## config.mk

```make
export PLATFORM = sky130hd
export DESIGN_NAME = resv_monitor
export DESIGN_NICKNAME = d
export VERILOG_FILES = /design/src/rtl/resv_pkg.sv /design/src/rtl/resv_align_chk.sv /design/src/rtl/resv_store.sv /design/src/rtl/resv_judge.sv /design/src/rtl/resv_monitor.sv
export SDC_FILE = /design/constraint.sdc
export NUM_CORES = 1
export LEC_CHECK = 0
export BUFFER_PORTS_ARGS = -buffer_cell sky130_fd_sc_hd__buf_2
export CORE_ASPECT_RATIO = 0.75
export CORE_MARGIN = 5
export CORE_UTILIZATION = 49
export CTS_BUF_LIST = sky130_fd_sc_hd__clkbuf_8 sky130_fd_sc_hd__clkbuf_16
export DETAILED_ROUTE_END_ITERATION = 16
export PLACE_DENSITY = 0.85
export SYNTH_ARGS = -nofsm -noshare
export SYNTH_HDL_FRONTEND = slang
export SYNTH_SLANG_ARGS = --single-unit
```

## constraint.sdc

```tcl
create_clock -name clk -period 2.8 [get_ports clk]
set_input_delay 0.42 -clock clk [delete_from_list [all_inputs] [get_ports clk]]
set_output_delay 0.42 -clock clk [all_outputs]
set_load 0.005 [all_outputs]
```

## src/rtl/resv_pkg.sv

```systemverilog
package resv_pkg;

    localparam int OFFS_BITS = 2;

    typedef enum logic [1:0] {
        REQ_NONE = 2'd0,
        REQ_LL   = 2'd1,
        REQ_SC   = 2'd2
    } req_kind_t;

    typedef struct packed {
        logic done;
        logic ok;
        logic err;
    } resv_resp_t;

    function automatic req_kind_t decode_req(input logic ll, input logic sc);
        if (sc)      return REQ_SC;
        else if (ll) return REQ_LL;
        else         return REQ_NONE;
    endfunction

    function automatic logic is_word_aligned(input logic [OFFS_BITS-1:0] lo);
        return (lo == '0);
    endfunction

endpackage

```

## src/rtl/resv_align_chk.sv

```systemverilog
module resv_align_chk
    import resv_pkg::*;
#(
    parameter int AW = 32
) (
    input  req_kind_t        kind_i,
    input  logic [AW-1:0]    addr_i,
    output logic             ll_go_o,
    output logic             sc_go_o,
    output logic             err_o
);
    logic aligned;

    always_comb begin
        aligned = is_word_aligned(addr_i[OFFS_BITS-1:0]);
        ll_go_o = (kind_i == REQ_LL) && aligned;
        sc_go_o = (kind_i == REQ_SC) && aligned;
        err_o   = (kind_i != REQ_NONE) && !aligned;
    end
endmodule

```

## src/rtl/resv_store.sv

```systemverilog
module resv_store
    import resv_pkg::*;
#(
    parameter int AW = 32,
    localparam int WW = AW - OFFS_BITS
) (
    input  logic          clk,
    input  logic          rst,
    input  logic          set_i,
    input  logic          clear_i,
    input  logic [WW-1:0] req_word_i,
    input  logic          snoop_wr_i,
    input  logic [WW-1:0] snoop_word_i,
    input  logic          eret_i,
    output logic          armed_o,
    output logic [WW-1:0] word_o,
    output logic          snoop_hit_o
);
    logic          armed_q;
    logic [WW-1:0] word_q;

    assign snoop_hit_o = armed_q && snoop_wr_i && (snoop_word_i == word_q);
    assign armed_o     = armed_q;
    assign word_o      = word_q;

    always_ff @(posedge clk) begin
        if (rst) begin
            armed_q <= 1'b0;
            word_q  <= '0;
        end else if (set_i) begin
            armed_q <= 1'b1;
            word_q  <= req_word_i;
        end else if (clear_i || snoop_hit_o || eret_i) begin
            armed_q <= 1'b0;
        end
    end

    // an exception return without a new load-linked leaves nothing armed
    p_eret_disarms_r2: assert property (@(posedge clk) disable iff (rst)
        (eret_i && !set_i) |=> !armed_q);

    // an aligned load-linked arms whatever else happens that cycle
    p_ll_arms_r12: assert property (@(posedge clk) disable iff (rst)
        set_i |=> (armed_q && word_q == $past(req_word_i)));
endmodule

```

## src/rtl/resv_judge.sv

```systemverilog
module resv_judge
    import resv_pkg::*;
#(
    parameter int AW = 32,
    parameter int DW = 32,
    localparam int WW = AW - OFFS_BITS
) (
    input  logic          clk,
    input  logic          rst,
    input  logic          sc_go_i,
    input  logic          err_i,
    input  logic [WW-1:0] req_word_i,
    input  logic          armed_i,
    input  logic [WW-1:0] resv_word_i,
    input  logic          snoop_hit_i,
    input  logic          eret_i,
    output logic          sc_done_o,
    output logic [DW-1:0] sc_result_o,
    output logic          mem_we_o,
    output logic          addr_err_o
);
    resv_resp_t resp_d, resp_q;

    always_comb begin
        resp_d.done = sc_go_i;
        resp_d.ok   = sc_go_i && armed_i && (req_word_i == resv_word_i)
                      && !snoop_hit_i && !eret_i;
        resp_d.err  = err_i;
    end

    always_ff @(posedge clk) begin
        if (rst) resp_q <= '0;
        else     resp_q <= resp_d;
    end

    assign sc_done_o   = resp_q.done;
    assign mem_we_o    = resp_q.ok;
    assign addr_err_o  = resp_q.err;
    assign sc_result_o = {{(DW-1){1'b0}}, resp_q.ok};

    // a same-cycle snoop hit on the reservation blocks the write
    p_snoop_wins_r10: assert property (@(posedge clk) disable iff (rst)
        (sc_go_i && snoop_hit_i) |=> (sc_done_o && !mem_we_o));
endmodule

```

## src/rtl/resv_monitor.sv

```systemverilog
module resv_monitor
    import resv_pkg::*;
#(
    parameter int AW = 32,
    parameter int DW = 32
) (
    input  logic          clk,
    input  logic          rst,
    input  logic          ll_valid_i,
    input  logic          sc_valid_i,
    input  logic [AW-1:0] req_addr_i,
    input  logic          snoop_wr_i,
    input  logic [AW-1:0] snoop_addr_i,
    input  logic          eret_i,
    output logic          sc_done_o,
    output logic [DW-1:0] sc_result_o,
    output logic          mem_we_o,
    output logic          addr_err_o
);
    localparam int WW = AW - OFFS_BITS;

    req_kind_t     kind;
    logic          ll_go, sc_go, err;
    logic          armed, snoop_hit;
    logic [WW-1:0] resv_word;

    assign kind = decode_req(ll_valid_i, sc_valid_i);

    resv_align_chk #(.AW(AW)) align_i (
        .kind_i  (kind),
        .addr_i  (req_addr_i),
        .ll_go_o (ll_go),
        .sc_go_o (sc_go),
        .err_o   (err)
    );

    resv_store #(.AW(AW)) store_i (
        .clk          (clk),
        .rst          (rst),
        .set_i        (ll_go),
        .clear_i      (sc_go),
        .req_word_i   (req_addr_i[AW-1:OFFS_BITS]),
        .snoop_wr_i   (snoop_wr_i),
        .snoop_word_i (snoop_addr_i[AW-1:OFFS_BITS]),
        .eret_i       (eret_i),
        .armed_o      (armed),
        .word_o       (resv_word),
        .snoop_hit_o  (snoop_hit)
    );

    resv_judge #(.AW(AW), .DW(DW)) judge_i (
        .clk         (clk),
        .rst         (rst),
        .sc_go_i     (sc_go),
        .err_i       (err),
        .req_word_i  (req_addr_i[AW-1:OFFS_BITS]),
        .armed_i     (armed),
        .resv_word_i (resv_word),
        .snoop_hit_i (snoop_hit),
        .eret_i      (eret_i),
        .sc_done_o   (sc_done_o),
        .sc_result_o (sc_result_o),
        .mem_we_o    (mem_we_o),
        .addr_err_o  (addr_err_o)
    );

    // a write only ever accompanies a successful, reported store
    p_we_means_success_r3: assert property (@(posedge clk) disable iff (rst)
        mem_we_o |-> (sc_done_o && sc_result_o == DW'(1)));

    // upper result bits stay zero
    p_result_narrow_r4: assert property (@(posedge clk) disable iff (rst)
        sc_result_o[DW-1:1] == '0);

    // misaligned conditional store -> exception, no write, no done
    p_misalign_sc_r5: assert property (@(posedge clk) disable iff (rst)
        (sc_valid_i && req_addr_i[1:0] != 2'b00) |=> (addr_err_o && !mem_we_o && !sc_done_o));

    // a second store with no load-linked in between never writes
    p_sc_consumes_r7: assert property (@(posedge clk) disable iff (rst)
        (sc_valid_i && req_addr_i[1:0] == 2'b00) ##1 (sc_valid_i && !ll_valid_i)
        |=> !mem_we_o);
endmodule

```

# After elaboration in Yosys (flattened, before gate mapping)
# Index checks and enable logic that the tools add are counted.
[classes] eq_ne=4 mux=4 reduce_logical=17
[ops] operator="equality test 30 bit" count=2
[ops] operator="logical AND 1 bit" count=9
[ops] operator="nonzero test 2 bit" count=2
[ops] operator="logical NOT 1 bit" count=3
[ops] operator="2-to-1 mux 1 bit" count=3
[ops] operator="equality test 2 x 1 -> 1 bit (second input constant)" count=1
[ops] operator="equality test 2 bit (second input constant)" count=1
[ops] operator="logical NOT 2 bit" count=1
[ops] operator="logical OR 1 bit" count=2
[ops] operator="2-to-1 mux 2 bit" count=1
[word_totals] elab_cells=30 in_bits=70 output_inout_bits=35 regBits=34

# Longest topological paths before layout
[logic_depth] ltp_word=8 depth_mapped=6

# By module
# Synthesis repeated with hierarchy kept, for this count alone.
[hier_totals] cells_unflattened=227 area_unflattened_um2=2140.8
[modules_own_cells] mod="resv_store" seq_area_each_um2=620.6 cells_each=142 instances=1 area_per_inst_um2=1427.6
[modules_own_cells] mod="resv_judge" seq_area_each_um2=60.1 cells_each=81 instances=1 area_per_inst_um2=671.9
[modules_own_cells] mod="resv_align_chk" seq_area_each_um2=0.0 cells_each=3 instances=1 area_per_inst_um2=27.5
[modules_own_cells] mod="resv_monitor" seq_area_each_um2=0.0 cells_each=1 instances=1 area_per_inst_um2=13.8

# Worst setup path before layout
# OpenSTA, ideal clock, no wires.
[synth_timing] path_type="input to register" from="input snoop_addr_i[12]" to="register store_i.armed_q (netlist: store_i.armed_o)" path_buffers=0 arrival_time_ps=1404 required_ps=2665 setup_slack_ps=1261 setup_ps=135 cell_stages=5 cell_sequence="xor2_1 nor4_1 nand4_1 o41ai_2 a221oi_1"
[synth_between] elab_chain_cells=5
[synth_rtl] item="start: declaration" line="resv_monitor.sv:13" text="input logic [AW-1:0] snoop_addr_i,"
[synth_rtl] item="equality test 30 bit" line="resv_store.sv:22" text="assign snoop_hit_o = armed_q && snoop_wr_i && (snoop_word_i == word_q);"
[synth_rtl] item="logical AND 1 bit" line="resv_store.sv:22"
[synth_rtl] item="logical OR 1 bit (2 in series)" line="resv_store.sv:33" text="end else if (clear_i || snoop_hit_o || eret_i) begin"
[synth_rtl] item="nonzero test 2 bit (no source line)"
[synth_rtl] item="end signal: assignment" line="resv_store.sv:28" text="armed_q <= 1'b0;"
[synth_rtl] item="end signal: assignment" line="resv_store.sv:31" text="armed_q <= 1'b1;"
[synth_rtl] item="end signal: assignment" line="resv_store.sv:34" text="armed_q <= 1'b0;"
[synth_rtl] item="end: declaration" line="resv_store.sv:19" text="logic armed_q;"
# Every way passes these cells.
# A chain may end at the register's enable or synchronous reset.

# Final worst setup path
[layout_timing] from="register store_i.word_q[11] (netlist: store_i.word_o[11])" to="register store_i.armed_q (netlist: store_i.armed_o)"
[layout_between] elab_chain_cells=5
[layout_rtl] item="start: declaration" line="resv_store.sv:20" text="logic [WW-1:0] word_q;"
[layout_rtl] item="start signal: assignment" line="resv_store.sv:32" text="word_q <= req_word_i;"
[layout_rtl] item="equality test 30 bit" line="resv_store.sv:22"
[layout_rtl] item="logical AND 1 bit" line="resv_store.sv:22"
[layout_rtl] item="logical OR 1 bit (2 in series)" line="resv_store.sv:33"
[layout_rtl] item="nonzero test 2 bit (no source line)"
# Every way passes these cells.

==> tab_implementation.tex <==
\begin{tabular}{lr}
\hline
Metric & Value \\
\hline
\multicolumn{2}{l}{\textbf{CTS}} \\
\quad Clock tree from TritonCTS & yes \\
\quad Sinks on Clock Net & 34 \\
\quad Number of buffers inserted for hold repair after clock tree synthesis & 0 \\
\quad Clock Latency Late Sink & 0.29 ns \\
\quad Post-CTS Repair Setup Buffers & 0 \\
\quad Number of resized instances in the post-cts repair step & 0 \\
\quad H-tree depth & 2 \\
\quad Register clock-pin slew on the reported worst setup and hold paths & 0.07 ns \\
\quad Buffer depth of the longest clock path & 2 \\
\quad CTS buffer count & 5 \\
\quad Clock root cell & sky130\_fd\_sc\_hd\_\_clkbuf\_8 \\
\multicolumn{2}{l}{\textbf{Final layout}} \\
\quad Util after Layout & 60.1\% \\
\quad Layout overhead on the synthesized area & 18.6\% \\
\quad Diode insertion count for antenna repair & 0 \\
\quad Non-filler instance count after layout & 381 \\
\quad Fill cells & 388 \\
\quad Final standard cell area without fillers & 2440 um\^{}2 \\
\quad Number of nets in the layout & 396 \\
\quad Fraction of layout instances using a drive strength above 1 & 25.2\% \\
\multicolumn{2}{l}{\textbf{Die}} \\
\quad Chip width & 84.8 um \\
\quad Initial cell density of the core & 50.7\% \\
\quad Std-Cell Core Area & 4050 um\^{}2 \\
\quad IO Count & 105 \\
\quad Standard-cell row count & 20 \\
\quad Die span in y & 66.1 um \\
\quad Die area & 5600 um\^{}2 \\
\multicolumn{2}{l}{\textbf{Routing}} \\
\quad Iteration count of the initial detailed-routing pass & 4 \\
\quad Initial DRC Count & 126 \\
\quad Detail-routed via count per cell & 4.75 \\
\quad Post-route DRC & 0 \\
\quad Total number of vias & 1809 \\
\quad WL final & 5.18 mm \\
\quad WL/cell & 13.6 um \\
\quad Antenna Violating Nets Remaining & 0 \\
\multicolumn{2}{l}{\textbf{Global route}} \\
\quad GR Util All Layers & 17.8\% \\
\quad Number of global-route vias before repair & 1666 \\
\quad Remaining Overflow, GRT & 0 \\
\quad First-pass GRT wire length & 7.65 mm \\
\quad Number of antenna violations at the first check in global routing & 0 \\
\quad Maximum number of pins on one net before global-route repair & 34 \\
\multicolumn{2}{l}{\textbf{Timing}} \\
\quad Final critical-path required period & 1.79 ns \\
\quad Unrepaired setup endpoints after global routing & no \\
\quad Final Hold Fails & 0 \\
\quad Final sum of negative setup slack & 0 ns \\
\quad Number of max-slew violations in the final report & 0 \\
\quad Setup ws final & 1.01 ns \\
\quad Worst slew margin & 59.0\% \\
\quad Post-Route Skew & 0.00743 ns \\
\quad Slew at the pin closest to its max-slew limit & 0.615 ns \\
\quad Hold slack final & 0.384 ns \\
\quad Number of failing setup endpoints in the final timing report & 0 \\
\quad Final Cycle Share & 63.8\% \\
\quad Max Clock Freq & 559 MHz \\
\multicolumn{2}{l}{\textbf{Setup path}} \\
\quad Worst-path fanout max & 3 \\
\quad Crit. Startpoint & store\_i.word\_o[11]\$\_SDFFE\_PP0P\_ \\
\quad Data arrival time of the worst path & 1.93 ns \\
\quad Worst R2R Setup Slack & 1.01 ns \\
\quad Setup CP Type & flop to flop \\
\quad Critical path required time & 2.94 ns \\
\quad Depth of the worst register-to-register path & 5 \\
\quad Critical path destination & store\_i.armed\_o\$\_SDFFE\_PP0P\_ \\
\quad Endpoint of the most critical register-to-register path & store\_i.armed\_o\$\_SDFFE\_PP0P\_ \\
\quad Launching point of the worst reg2reg path & store\_i.word\_o[11]\$\_SDFFE\_PP0P\_ \\
\quad Critical Path Source Type & flop \\
\quad Critical path endpoint category & flop \\
\multicolumn{2}{l}{\textbf{Power and ir drop}} \\
\quad Leakage & 1.03 nW \\
\quad Max IR drop VDD & 373 uV \\
\quad Pwr/cell area & 464 nW/um\^{}2 \\
\quad Total chip power & 1.13 mW \\
\multicolumn{2}{l}{\textbf{Placed design}} \\
\quad Routability-driven placement congestion ratio & 0.815 \\
\quad Buffers added on ports & 71 \\
\quad Sum of net half-perimeters after detailed placement & 3.99 mm \\
\quad Post-DP Area & 2320 um\^{}2 \\
\quad Place WS & 0.832 ns \\
\quad Number of placed instances with taps included & 374 \\
\multicolumn{2}{l}{\textbf{Synth}} \\
\quad Synthesized area & 2050 um\^{}2 \\
\quad Commonest cells post-synth & 63 x sky130\_fd\_sc\_hd\_\_nand2\_1, 35 x sky130\_fd\_sc\_hd\_\_xnor2\_1, 34 x sky130\_fd\_sc\_hd\_\_dfxtp\_1 \\
\quad Most used standard cell by instance count after synthesis & sky130\_fd\_sc\_hd\_\_nand2\_1 \\
\quad Primary FF master, synth & sky130\_fd\_sc\_hd\_\_dfxtp\_1 \\
\quad Mapped Avg Cell Area & 7.93 um\^{}2 \\
\quad Number of distinct library cell variants in the gate-level netlist after synthesis & 16 \\
\quad Portion of the post-synthesis area used by sequential elements & 33.1\% \\
\quad Top cell type by total area after synthesis & sky130\_fd\_sc\_hd\_\_dfxtp\_1 \\
\quad Post-synth EDFFs & 0 \\
\quad Top cells by area, synth & sky130\_fd\_sc\_hd\_\_dfxtp\_1 33\%, sky130\_fd\_sc\_hd\_\_xnor2\_1 15\%, sky130\_fd\_sc\_hd\_\_buf\_4 12\% \\
\quad Post-synthesis sequential element count & 34 \\
\quad Asr flop ratio synth & 0\% \\
\quad Synth top area share & 33.1\% \\
\quad Synthesis Warnings & 0 \\
\quad Post-synthesis instance total & 259 \\
\multicolumn{2}{l}{\textbf{Run}} \\
\quad Maxcap violations & 0 \\
\multicolumn{2}{l}{\textbf{Min path}} \\
\quad Path type of the worst min-delay path & input pin to flop \\
\multicolumn{2}{l}{\textbf{Status}} \\
\quad Run status & finished clean \\
\hline
\end{tabular}
metal layers:
metal	wire [um]	track usage (%)
met5	0	0
met4	39	5.34
met3	443	5.23
met2	2370	28.4
met1	2330	23.3
cell families after synthesis:
kind of cell	synth area share [%]
flip-flops	33.1
buffers and inverters	13.5
XOR/XNOR	25.6
other	0.183
AND/OR/NAND/NOR	19.1
AO/OA/AOI/OAI	8.53
cells in the final DEF, fill, tap and decap left out:
| master | n |
|---|---|
| sky130_fd_sc_hd__nor2b_1 | 1 |
| sky130_fd_sc_hd__xor2_1 | 25 |
| sky130_fd_sc_hd__dfxtp_1 | 34 |
| sky130_fd_sc_hd__clkbuf_8 | 6 |
| sky130_fd_sc_hd__nor2_1 | 4 |
| sky130_fd_sc_hd__a221oi_1 | 1 |
| sky130_fd_sc_hd__nor4_1 | 8 |
| sky130_fd_sc_hd__buf_2 | 71 |
| sky130_fd_sc_hd__xnor2_1 | 35 |
| sky130_fd_sc_hd__bufinv_16 | 1 |
| sky130_fd_sc_hd__buf_4 | 1 |
| sky130_fd_sc_hd__conb_1 | 31 |
| sky130_fd_sc_hd__nand4_1 | 11 |
| sky130_fd_sc_hd__o41ai_2 | 1 |
| sky130_fd_sc_hd__nor2_2 | 1 |
| sky130_fd_sc_hd__a21oi_1 | 30 |
| sky130_fd_sc_hd__or2_2 | 1 |
| sky130_fd_sc_hd__nor3_1 | 1 |
| sky130_fd_sc_hd__nand2_1 | 63 |
power by group:
group          total, mW  internal, mW  switching (mW)  leakage [nW]
Clock              0.462         0.285           0.177        0.0573
Combinational      0.165        0.0779          0.0870         0.701
Sequential         0.505         0.494          0.0101         0.275
worst min path at each step:
stage | from | to | slack, ns | depth (start not counted)
after floorplan | store_i.word_o[10]$_SDFFE_PP0P_ | store_i.word_o[10]$_SDFFE_PP0P_ | 0.47 | 2
after global placement | store_i.word_o[10]$_SDFFE_PP0P_ | store_i.word_o[10]$_SDFFE_PP0P_ | 0.48 | 2
after detailed placement | store_i.word_o[8]$_SDFFE_PP0P_ | store_i.word_o[8]$_SDFFE_PP0P_ | 0.49 | 2
after CTS | req_addr_i[12] | store_i.word_o[10]$_SDFFE_PP0P_ | 0.38 | 3
after global routing | req_addr_i[21] | store_i.word_o[19]$_SDFFE_PP0P_ | 0.38 | 3
final | req_addr_i[12] | store_i.word_o[10]$_SDFFE_PP0P_ | 0.38 | 3
worst max-delay path, stage by stage, from the launching register on:
cell	delay (ns)
sky130_fd_sc_hd__dfxtp_1	0.34
sky130_fd_sc_hd__xor2_1	0.16
sky130_fd_sc_hd__nor4_1	0.39
sky130_fd_sc_hd__nand4_1	0.20
sky130_fd_sc_hd__o41ai_2	0.43
sky130_fd_sc_hd__a221oi_1	0.12
final cells by class:
cell class / instances / area, um^2 / share of cell area [%]
Tap cell: 55 / 68.8 / 2.82
Multi-Input combinational cell: 213 / 1210 / 49.7
Clock buffer: 6 / 82.6 / 3.39
Sequential cell: 34 / 681 / 27.9
Timing Repair Buffer: 72 / 363 / 14.9
Clock inverter: 1 / 30.0 / 1.23
registers in the layout, summed over array words and instances (netlist names):
signal,cells
judge_i.addr_err_o,1
judge_i.mem_we_o,1
judge_i.sc_done_o,1
store_i.armed_o,1
store_i.word_o,30
Note: power is estimated with default switching activity, not from simulation.
